===== src/rtl/nic_cmd_pkg.sv =====
package nic_cmd_pkg;

   // Stored command byte, most significant field first.
   typedef struct packed {
      logic [1:0] page;     // [7] high, [6] low of the written pair
      logic       rsv;      // always zero
      logic       chk_on;   // one-shot: enable early-transmit checking
      logic       chk_off;  // one-shot: disable early-transmit checking
      logic       txreq;    // transmit request, cleared by hardware
      logic       start;    // bring online
      logic       stop;     // take offline after draining
   } cmd_byte_t;

   localparam cmd_byte_t CMD_RESET = '{page: 2'b00, rsv: 1'b0, chk_on: 1'b0,
                                       chk_off: 1'b0, txreq: 1'b0, start: 1'b0,
                                       stop: 1'b1};

   // Page index from the stored pair: bit 6 is the weight-2 bit.
   function automatic logic [1:0] page_of(input logic [1:0] pair);
      return {pair[0], pair[1]};
   endfunction

endpackage


===== src/rtl/cmd_run_ctl.sv =====
module cmd_run_ctl #(
   parameter bit DONE_INIT = 1'b1
) (
   input  logic clk,
   input  logic rst_n,
   input  logic start_req,
   input  logic stop_req,
   input  logic tx_idle,
   input  logic rx_idle,
   output logic online,
   output logic rst_done
);

   logic draining_q;
   logic online_q;
   logic done_q;
   logic both_idle;

   assign both_idle = tx_idle & rx_idle;

   always_ff @(posedge clk) begin
      if (!rst_n) begin
         online_q   <= 1'b0;
         draining_q <= 1'b0;
         done_q     <= DONE_INIT;
      end else if (stop_req) begin
         online_q   <= 1'b0;
         draining_q <= 1'b1;
         done_q     <= 1'b0;
      end else if (start_req) begin
         online_q   <= 1'b1;
         draining_q <= 1'b0;
         done_q     <= 1'b0;
      end else if (draining_q && both_idle) begin
         draining_q <= 1'b0;
         done_q     <= 1'b1;
      end
   end

   assign online   = online_q;
   assign rst_done = done_q;

endmodule


===== src/rtl/cmd_tx_req.sv =====
module cmd_tx_req #(
   parameter bit GO_REG = 1'b1
) (
   input  logic clk,
   input  logic rst_n,
   input  logic set_req,
   input  logic stop_req,
   input  logic online,
   input  logic tx_done,
   input  logic tx_abort,
   output logic txreq,
   output logic tx_go
);

   logic req_q;
   logic finish;
   logic accept;

   assign finish = tx_done | tx_abort;
   assign accept = set_req & online & ~req_q & ~stop_req & ~finish;

   always_ff @(posedge clk) begin
      if (!rst_n)      req_q <= 1'b0;
      else if (finish) req_q <= 1'b0;
      else if (accept) req_q <= 1'b1;
   end

   assign txreq = req_q;

   generate
      if (GO_REG) begin : g_go_reg
         logic go_q;
         always_ff @(posedge clk) begin
            if (!rst_n) go_q <= 1'b0;
            else        go_q <= accept;
         end
         assign tx_go = go_q;
      end else begin : g_go_comb
         assign tx_go = accept;
      end
   endgenerate

endmodule


===== src/rtl/cmd_chk_latch.sv =====
module cmd_chk_latch (
   input  logic clk,
   input  logic rst_n,
   input  logic on_req,
   input  logic off_req,
   output logic chk_en
);

   logic en_q;

   always_ff @(posedge clk) begin
      if (!rst_n)       en_q <= 1'b0;
      else if (off_req) en_q <= 1'b0;
      else if (on_req)  en_q <= 1'b1;
   end

   assign chk_en = en_q;

endmodule


===== src/rtl/nic_cmd_ctrl.sv =====
module nic_cmd_ctrl
   import nic_cmd_pkg::*;
#(
   parameter int DATA_W    = 8,
   parameter int PAGE_W    = 2,
   parameter bit GO_REG    = 1'b1,
   parameter bit DONE_INIT = 1'b1
) (
   input  logic              clk,
   input  logic              rst_n,
   input  logic              wr_en,
   input  logic [DATA_W-1:0] wr_data,
   output logic [DATA_W-1:0] rd_data,
   input  logic              tx_done,
   input  logic              tx_abort,
   input  logic              tx_idle,
   input  logic              rx_idle,
   output logic [PAGE_W-1:0] page_idx,
   output logic              online,
   output logic              tx_go,
   output logic              chk_en,
   output logic              rst_done
);

   localparam int BYTE_W = $bits(cmd_byte_t);

   generate
      if (DATA_W != BYTE_W) begin : g_bad_width
         $error("nic_cmd_ctrl: DATA_W must equal the command byte width");
      end
      if (PAGE_W != 2) begin : g_bad_page
         $error("nic_cmd_ctrl: PAGE_W must be 2");
      end
   endgenerate

   cmd_byte_t wr_b;
   cmd_byte_t store_q;
   cmd_byte_t view;
   logic      txreq;
   logic      start_req;
   logic      stop_req;

   assign wr_b      = cmd_byte_t'(wr_data);
   assign stop_req  = wr_en & wr_b.stop;
   assign start_req = wr_en & wr_b.start & ~wr_b.stop;

   always_ff @(posedge clk) begin
      if (!rst_n) begin
         store_q <= CMD_RESET;
      end else if (wr_en) begin
         store_q.page    <= wr_b.page;
         store_q.rsv     <= 1'b0;
         store_q.chk_on  <= wr_b.chk_on;
         store_q.chk_off <= wr_b.chk_off;
         store_q.txreq   <= 1'b0;
         store_q.start   <= wr_b.start;
         store_q.stop    <= wr_b.stop;
      end
   end

   cmd_run_ctl #(.DONE_INIT(DONE_INIT)) run_i (
      .clk      (clk),
      .rst_n    (rst_n),
      .start_req(start_req),
      .stop_req (stop_req),
      .tx_idle  (tx_idle),
      .rx_idle  (rx_idle),
      .online   (online),
      .rst_done (rst_done)
   );

   cmd_tx_req #(.GO_REG(GO_REG)) txr_i (
      .clk     (clk),
      .rst_n   (rst_n),
      .set_req (wr_en & wr_b.txreq),
      .stop_req(stop_req),
      .online  (online),
      .tx_done (tx_done),
      .tx_abort(tx_abort),
      .txreq   (txreq),
      .tx_go   (tx_go)
   );

   cmd_chk_latch chk_i (
      .clk    (clk),
      .rst_n  (rst_n),
      .on_req (wr_en & wr_b.chk_on),
      .off_req(wr_en & wr_b.chk_off),
      .chk_en (chk_en)
   );

   always_comb begin
      view       = store_q;
      view.rsv   = 1'b0;
      view.txreq = txreq;
   end

   assign rd_data  = DATA_W'(view);
   assign page_idx = page_of(store_q.page);

endmodule


===== config.mk =====
export PLATFORM = sky130hd
export DESIGN_NAME = nic_cmd_ctrl
export DESIGN_NICKNAME = d
export VERILOG_FILES = /design/src/rtl/nic_cmd_pkg.sv /design/src/rtl/cmd_run_ctl.sv /design/src/rtl/cmd_tx_req.sv /design/src/rtl/cmd_chk_latch.sv /design/src/rtl/nic_cmd_ctrl.sv
export SDC_FILE = /design/constraint.sdc
export NUM_CORES = 1
export LEC_CHECK = 0
export ABC_CLOCK_PERIOD_IN_PS = 1290
export BUFFER_PORTS_ARGS = -buffer_cell sky130_fd_sc_hd__buf_2
export CORE_AREA = 2 2 39 41
export CTS_CLUSTER_DIAMETER = 200
export DETAILED_ROUTE_END_ITERATION = 16
export DIE_AREA = 0 0 41 43
export GPL_TIMING_DRIVEN = 0
export MAX_ROUTING_LAYER = met4
export PLACE_DENSITY = 0.83
export SETUP_SLACK_MARGIN = 0.5
export SYNTH_ARGS = -nofsm -noshare
export SYNTH_HDL_FRONTEND = slang
export SYNTH_HIERARCHICAL = 1
export SYNTH_SLANG_ARGS = --single-unit

===== constraint.sdc =====
create_clock -name clk -period 1.29 [get_ports clk]
set_input_delay 0.1935 -clock clk [delete_from_list [all_inputs] [get_ports clk]]
set_output_delay 0.1935 -clock clk [all_outputs]
set_load 0.1 [all_outputs]

Word-level counts from Yosys, hierarchy flattened:

Cells that the tools add are included.

* mux-type cells: 6
* bitwise operators: 17
* reductions and logical operators: 5

Operator list (number)
* AND 1 bit: 11
* 2-to-1 mux 1 bit: 6
* OR reduction 2 bit: 3
* inverter 1 bit: 5
* nonzero test 3 bit: 1
* logical AND 1 bit: 1
* OR 1 bit: 1

* register bits: 12
* bits of input ports: 15
* output and inout port bits: 14
* logic and storage cells: 39

Logic depth before layout (Yosys ltp):

Gate-level depths: netlist of run 1.

* depth in word-level cells: 5
* mapped depth: 5

Cells and area by module:

Netlist of run 1, hierarchy kept.

Modules (own cells, without submodules)
* nic_cmd_ctrl: instances 1, cells an instance 30, area each 296.5 um^2, seq. area each 120.1 um^2
* cmd_run_ctl: instances 1, cells an instance 10, area each 113.9 um^2, seq. area each 60.1 um^2
* cmd_tx_req: instances 1, cells an instance 6, area each 72.6 um^2, seq. area each 40.0 um^2
* cmd_chk_latch: instances 1, cells an instance 3, area each 36.3 um^2, seq. area each 20.0 um^2

Worst setup path before layout of run 1:

Ideal clock, no wire load.

* path type: register to output
* from: register store_q (netlist bit page_idx[1])
* to: output rd_data[6]
* arrival time: 1.373 ns
* required time: 1.097 ns
* path slack: -0.276 ns
* stages on the path, launching flop included: 2
* cell sequence: dfxtp_1 buf_4

RTL lines
* from (decl): line nic_cmd_ctrl.sv:37 `cmd_byte_t store_q;`
* to (decl): line nic_cmd_ctrl.sv:13 `output logic [DATA_W-1:0] rd_data,`

No word-level cell between the ends.

Worst setup path in the final report of run 1:

* from: register store_q (netlist bit page_idx[0])
* to: output rd_data[7]

No word-level cell between the ends.

==> results of run 1 <==
[path summary, 6_finish.rpt]
kind / startpoint / to / slack, ns / cells past startpoint
setup reg to reg: run_i/online / txr_i/txreq / 0.44 / 2
hold / removal: tx_abort / txr_i/txreq / 0.17 / 3
setup / recovery: page_idx[0] / rd_data[7] / 0.19 / 2
hold reg to reg: txr_i/txreq / txr_i/txreq / 0.51 / 1
[final cells by class]
| type | instances | area (um^2) |
|---|---|---|
| Tap cell | 16 | 20.02 |
| Fill cell | 93 | 389.1 |
| Sequential cell | 12 | 276.5 |
| Buffer | 5 | 78.83 |
| Multi-Input combinational cell | 31 | 252.7 |
| Timing Repair Buffer | 28 | 326.6 |
| Inverter | 1 | 3.754 |
| Clock buffer | 4 | 36.28 |
[per-stage QoR]
stage	power (mW)	cell area, um^2	utilization
floorplan	0.6349	610.6	-
global placement	0.6841	760.7	0.5497
detailed placement	0.6886	760.7	0.5497
CTS	1.056	989.7	0.7152
global route	1.101	994.7	0.7188
finish	1.051	994.7	0.7188
[critical path: cells and delay by family, from the launching register on]
kind	cells	cell delay (ns)
buffers and inverters	2	0.27
DFF	1	0.36
[per-layer routing]
layer,share of wire,up-vias
li1,-,227
met2,0.51,20
met3,0.063,4
met1,0.39,209
met5,0,-
met4,0.026,0
[cells in the mapped netlist]
cell type,number,area [um^2]
and4b_1,1,10.01
nor2_1,4,15.01
and2_2,2,15.01
and2b_4,1,10.01
conb_1,1,3.750
nor2b_1,3,18.77
o21a_1,3,22.52
mux2i_1,3,30.03
inv_1,1,3.750
a211oi_2,1,12.51
dfxtp_1,12,240.2
nand2_1,2,7.510
nor3b_2,1,12.51
a31oi_1,1,6.260
and2_4,2,17.52
and3b_1,1,8.760
o31ai_2,1,12.51
a21boi_1,1,7.510
nand2b_1,1,6.260
buf_6,1,11.26
nor3b_1,1,7.510
buf_4,4,30.03
o211a_1,1,10.01
[cells by family (layout without fill, tap and decap cells)]
family	count (synthesis)	after routing
AO/OA/AOI/OAI	8	8
buffers and inverters	6	38
multiplexers	3	3
other	1	1
flip-flops	12	12
AND/OR/NAND/NOR	19	19
[power breakdown]
group	internal [mW]	total, mW	switching (mW)
registers	0.382	0.402	0.0200
clock network	0.172	0.298	0.126
logic	0.140	0.351	0.211
[sequential cells by signal, indices dropped and copies added (netlist names)]
| name | cells |
|---|---|
| page_idx | 2 |
| run_i/rst_done | 1 |
| txr_i/txreq | 1 |
| run_i/draining_q | 1 |
| txr_i/tx_go | 1 |
| chk_i/chk_en | 1 |
| rd_data | 4 |
| run_i/online | 1 |
[repair_timing]
action	in CTS	in global routing
buffers inserted	2	0
hold buffers	0	0
gates resized for setup	48	2
pin swaps	1	0
setup endpoints to repair	15	16
==> impl_metrics.env, run 1 <==
export IMPL_worst_setup_path_start_kind="flip-flop"
export IMPL_clockRootBuffer="clkbuf_4"
export IMPL_cts_num_sinks=12
export IMPL_first_pass_iters=2
export IMPL_drt_iter0_drc=3
export IMPL_critPathKind="flip-flop to output port"
export IMPL_status="finished clean"
export IMPL_syn_area_per_cell_um2=10.60
export IMPL_netlist_instances=49
export IMPL_hold_viol_final=0
export IMPL_grt_pass1_wl_um=1876
export IMPL_num_io_pins=29
export IMPL_cp_end_kind="output port"
export IMPL_vias_per_cell=4.742
export IMPL_fmax_mhz=905.5
export IMPL_cts_buffers=3
export IMPL_instances_no_fill=97
export IMPL_drive_gt1_frac=0.7284
export IMPL_synth_area_um2=519.2
export IMPL_hold_ws_ns=0.1724
export IMPL_maxSlewViolCount=0
export IMPL_critPathMaxFanout=3
export IMPL_yosysUniqueCellTypes=23
export IMPL_use_met2=0.2500
export IMPL_synth_seq_cells=12
export IMPL_grt_overflow=0
export IMPL_rows=14
export IMPL_crit_path_max_incr_delay_ns=0.36
export IMPL_clk_latency_ns=0.27
export IMPL_crit_chain="buf_12 > buf_12"
export IMPL_clkTransAtPathRegs_ns=0.07
export IMPL_die_x_um=41
export IMPL_slowest_stage="dfxtp_4"
export IMPL_antenna_cells=0
export IMPL_cts_htree_levels=1
export IMPL_die_height_um=43
export IMPL_clk_path_buf_depth=2
export IMPL_leakagePower_nw=0.4509
export IMPL_first_global_vias=443
export IMPL_vias=460
export IMPL_synth_xor_area_frac=0
export IMPL_cp_common_cell="buf_12"
export IMPL_grt_util_met3=0.01571
export IMPL_place_gp_congestion=0.6365
export IMPL_synth_top_family_by_area="simple AND/OR/NAND/NOR gates"
export IMPL_drc=0
export IMPL_yosys_area_share_simple=0.2482
export IMPL_synth_compound_area_frac=0.1373
export IMPL_ir_worst_vdd_uv=547.2
export IMPL_grt_usage=0.1656
export IMPL_grt_max_degree=13
export IMPL_antenna_found_initial=0
export IMPL_fin_ws_ns=0.1856
export IMPL_setup_tns_ns=0
export IMPL_dpl_worst_slack_ns=0.1556
export IMPL_min_period_ns=1.104
export IMPL_syn_num_nets=64
export IMPL_globalRoute_busiestLayer="met2"
export IMPL_cellPowerDensity_nw_per_um2=1057
export IMPL_wl_per_cell_um=12.51
export IMPL_drt_total_wl_um=1213
export IMPL_ys_warn_count=6
export IMPL_detail_route_antenna_nets=0
export IMPL_core_area_um2=1384
export IMPL_grtUsageMet1=0.1934
export IMPL_yosys_mux_area_fraction=0.05783
export IMPL_drv_cap=0
export IMPL_port_buffers=26
export IMPL_timing_final_crit_share=0.8561
export IMPL_clock_skew_ns=0.00009498
export IMPL_dp_hpwl_um=805.2
export IMPL_cts_tree="built"
export IMPL_critical_path_arrival_ns=0.91
export IMPL_grt_setup_unrepaired="yes"
export IMPL_start_util=0.3752
export IMPL_min_path_type="input pin to flip-flop"
export IMPL_dp_cells=91
export IMPL_setup_violations=0
export IMPL_layout_commonest_cell="buf_12"
export IMPL_worstPathRequired_ns=1.10
export IMPL_ys_seq_area_frac=0.4627
export IMPL_area_growth_pct=91.57
export IMPL_synthAdderAreaFrac=0
export IMPL_dieArea_um2=1763
export IMPL_layout_common_cells="buf_12 (14), buf_2 (13), dfxtp_4 (9)"
export IMPL_final_nets=97
No activity file was read; power rests on OpenSTA's default activity.
==> run 2, diff against run 1 <==
--- a/config.mk
+++ b/config.mk
@@ -5,7 +5,7 @@
 export SDC_FILE = /design/constraint.sdc
 export NUM_CORES = 1
 export LEC_CHECK = 0
-export ABC_CLOCK_PERIOD_IN_PS = 1290
+export ABC_CLOCK_PERIOD_IN_PS = 1400
 export BUFFER_PORTS_ARGS = -buffer_cell sky130_fd_sc_hd__buf_2
 export CORE_AREA = 2 2 39 41
 export CTS_CLUSTER_DIAMETER = 200
@@ -19,3 +19,4 @@
 export SYNTH_HDL_FRONTEND = slang
 export SYNTH_HIERARCHICAL = 1
 export SYNTH_SLANG_ARGS = --single-unit
+export TNS_END_PERCENT = 1
==> constraint.sdc (replaced) <==
create_clock -name clk -period 1.4 [get_ports clk]
set_input_delay 0.21 -clock clk [delete_from_list [all_inputs] [get_ports clk]]
set_output_delay 0.21 -clock clk [all_outputs]
set_load 0.1 [all_outputs]
==> run 2 against run 1 <==
Net effect: highest routed layer unchanged; register-to-register slack improved by 0.12 ns; routed wire length decreased by 17%; flip-flop and latch count unchanged; via count decreased by 4.8%; critical path depth unchanged; utilization decreased by 14 points; sequential power decreased by 8.0%; hold slack improved by 0.030 ns; sequential share of layout area increased by 4.2 points; setup slack improved by 0.11 ns; global-route usage decreased by 1.7 points.
==> impl_metrics.env, run 2 (synthesis results as in run 1) <==
export IMPL_cts_num_sinks=12
export IMPL_detail_route_antenna_nets=0
export IMPL_clockRootBuffer="clkbuf_4"
export IMPL_core_area_um2=1384
export IMPL_drc=0
export IMPL_globalRoute_busiestLayer="met2"
export IMPL_hold_ws_ns=0.2024
export IMPL_timing_final_crit_share=0.7905
export IMPL_maxSlewViolCount=0
export IMPL_swShare=0.3590
export IMPL_die_x_um=41
export IMPL_ir_worst_vdd_uv=418.4
export IMPL_num_io_pins=29
export IMPL_grt_pass1_wl_um=1683
export IMPL_drt_total_wl_um=1004
export IMPL_die_height_um=43
export IMPL_p_sw_mw=0.3105
export IMPL_port_buffers=26
export IMPL_vias_per_cell=4.611
export IMPL_min_period_ns=1.107
export IMPL_clkPwrFrac=0.259
export IMPL_grt_util_met3=0.03141
export IMPL_drive_gt1_frac=0.6582
export IMPL_hold_path_depth=3
export IMPL_fin_ws_ns=0.2933
export IMPL_first_pass_iters=2
export IMPL_rows=14
export IMPL_grt_overflow=0
export IMPL_area_growth_pct=55.18
export IMPL_antenna_cells=0
export IMPL_grt_usage=0.1488
export IMPL_dpl_worst_slack_ns=0.2507
export IMPL_hold_viol_final=0
export IMPL_grt_setup_unrepaired="yes"
export IMPL_grt_max_degree=13
export IMPL_place_gp_congestion=0.7276
export IMPL_layout_common_cells="buf_2 (13), buf_4 (8), dfxtp_2 (8)"
export IMPL_drt_iter0_drc=1
export IMPL_min_path_type="input pin to flip-flop"
export IMPL_clock_skew_ns=0.007255
export IMPL_grtUsageMet1=0.1694
export IMPL_first_global_vias=424
export IMPL_setup_tns_ns=0
export IMPL_critPathMaxFanout=3
export IMPL_cp_end_kind="output port"
export IMPL_drv_cap=0
export IMPL_clk_latency_ns=0.27
export IMPL_critPathKind="flip-flop to output port"
export IMPL_setup_violations=0
export IMPL_dieArea_um2=1763
export IMPL_leakagePower_nw=0.3869
export IMPL_p_total_mw=0.8650
export IMPL_cts_setup_buffers=0
export IMPL_largest_reg_flops=4
export IMPL_critical_path_arrival_ns=0.90
export IMPL_cts_buffers=3
export IMPL_power_frac_seq=0.427
export IMPL_status="finished clean"
export IMPL_r2r_cells=2
export IMPL_final_area_um2=805.8
export IMPL_clkTransAtPathRegs_ns=0.08
export IMPL_clk_path_buf_depth=2
export IMPL_use_met2=0.2219
export IMPL_dp_hpwl_um=750.1
export IMPL_vias=438
export IMPL_final_nets=95
export IMPL_num_fill_cells=131
export IMPL_antenna_found_initial=0
export IMPL_worst_setup_path_start_kind="flip-flop"
export IMPL_worstPathRequired_ns=1.19
export IMPL_p_int_mw=0.5545
export IMPL_cts_htree_levels=1
export IMPL_cts_tree="built"
export IMPL_postPlaceCellArea_um2=685.7
export IMPL_layout_commonest_cell="buf_2"
export IMPL_cellPowerDensity_nw_per_um2=1073
export IMPL_fmax_mhz=903.6
export IMPL_p_comb_frac=0.314
export IMPL_start_util=0.3752
export IMPL_wl_per_cell_um=10.57
==> run 2: cell count changes in the layout (fill, tap and decap cells not counted), sizes merged <==
cell  delta
buf      -2
==> run 2: critical path, cell delays in order, from the launching register on <==
cell and delay, ns:
dfxtp_4 0.36, buf_6 0.11, buf_12 0.15
==> run 2: layout make-up <==
class / count / area (um^2) / area share
buffer: 5 / 48.80 / 0.06056
multi-input combinational: 31 / 234.0 / 0.2904
sequential: 12 / 257.7 / 0.3199
tap: 16 / 20.02 / 0.02484
timing repair buffer: 26 / 215.2 / 0.2671
clock buffer: 4 / 26.28 / 0.03261
inverter: 1 / 3.754 / 0.004658
==> run 2: power groups by stage <==
stage	registers, mW	clock network, mW	logic, mW
6_report	0.370	0.224	0.271
5_1_grt	0.373	0.250	0.284
4_1_cts	0.370	0.234	0.272
3_5_place_dp	0.375	0	0.245
3_3_place_gp	0.375	0	0.242
2_1_floorplan	0.485	0	0.0890
==> run 2: metal layers <==
layer  share of wire  wire, um
met2            0.49       496
met4           0.016        16
met5               0         0
met3           0.069        69
met1            0.42       422
==> run 2: path summary, 6_finish.rpt <==
path	from	endpoint	slack, ns
setup reg to reg	run_i/online	txr_i/txreq	0.56
hold reg to reg	rd_data[0]	rd_data[0]	0.48
hold / removal	wr_data[0]	rd_data[0]	0.20
setup / recovery	page_idx[0]	rd_data[7]	0.29
==> run 2: per-stage QoR <==
stage	instances	utilization
floorplan	49	-
CTS	95	0.5787
detailed placement	91	0.4955
finish	95	0.5823
global route	95	0.5823
global placement	91	0.4955
==> run 2: what timing repair did <==
| action | CTS | global route |
|---|---|---|
| endpoints found under the setup margin | 13 | 15 |
| resized for setup | 27 | 2 |
| hold buffers | 0 | 0 |
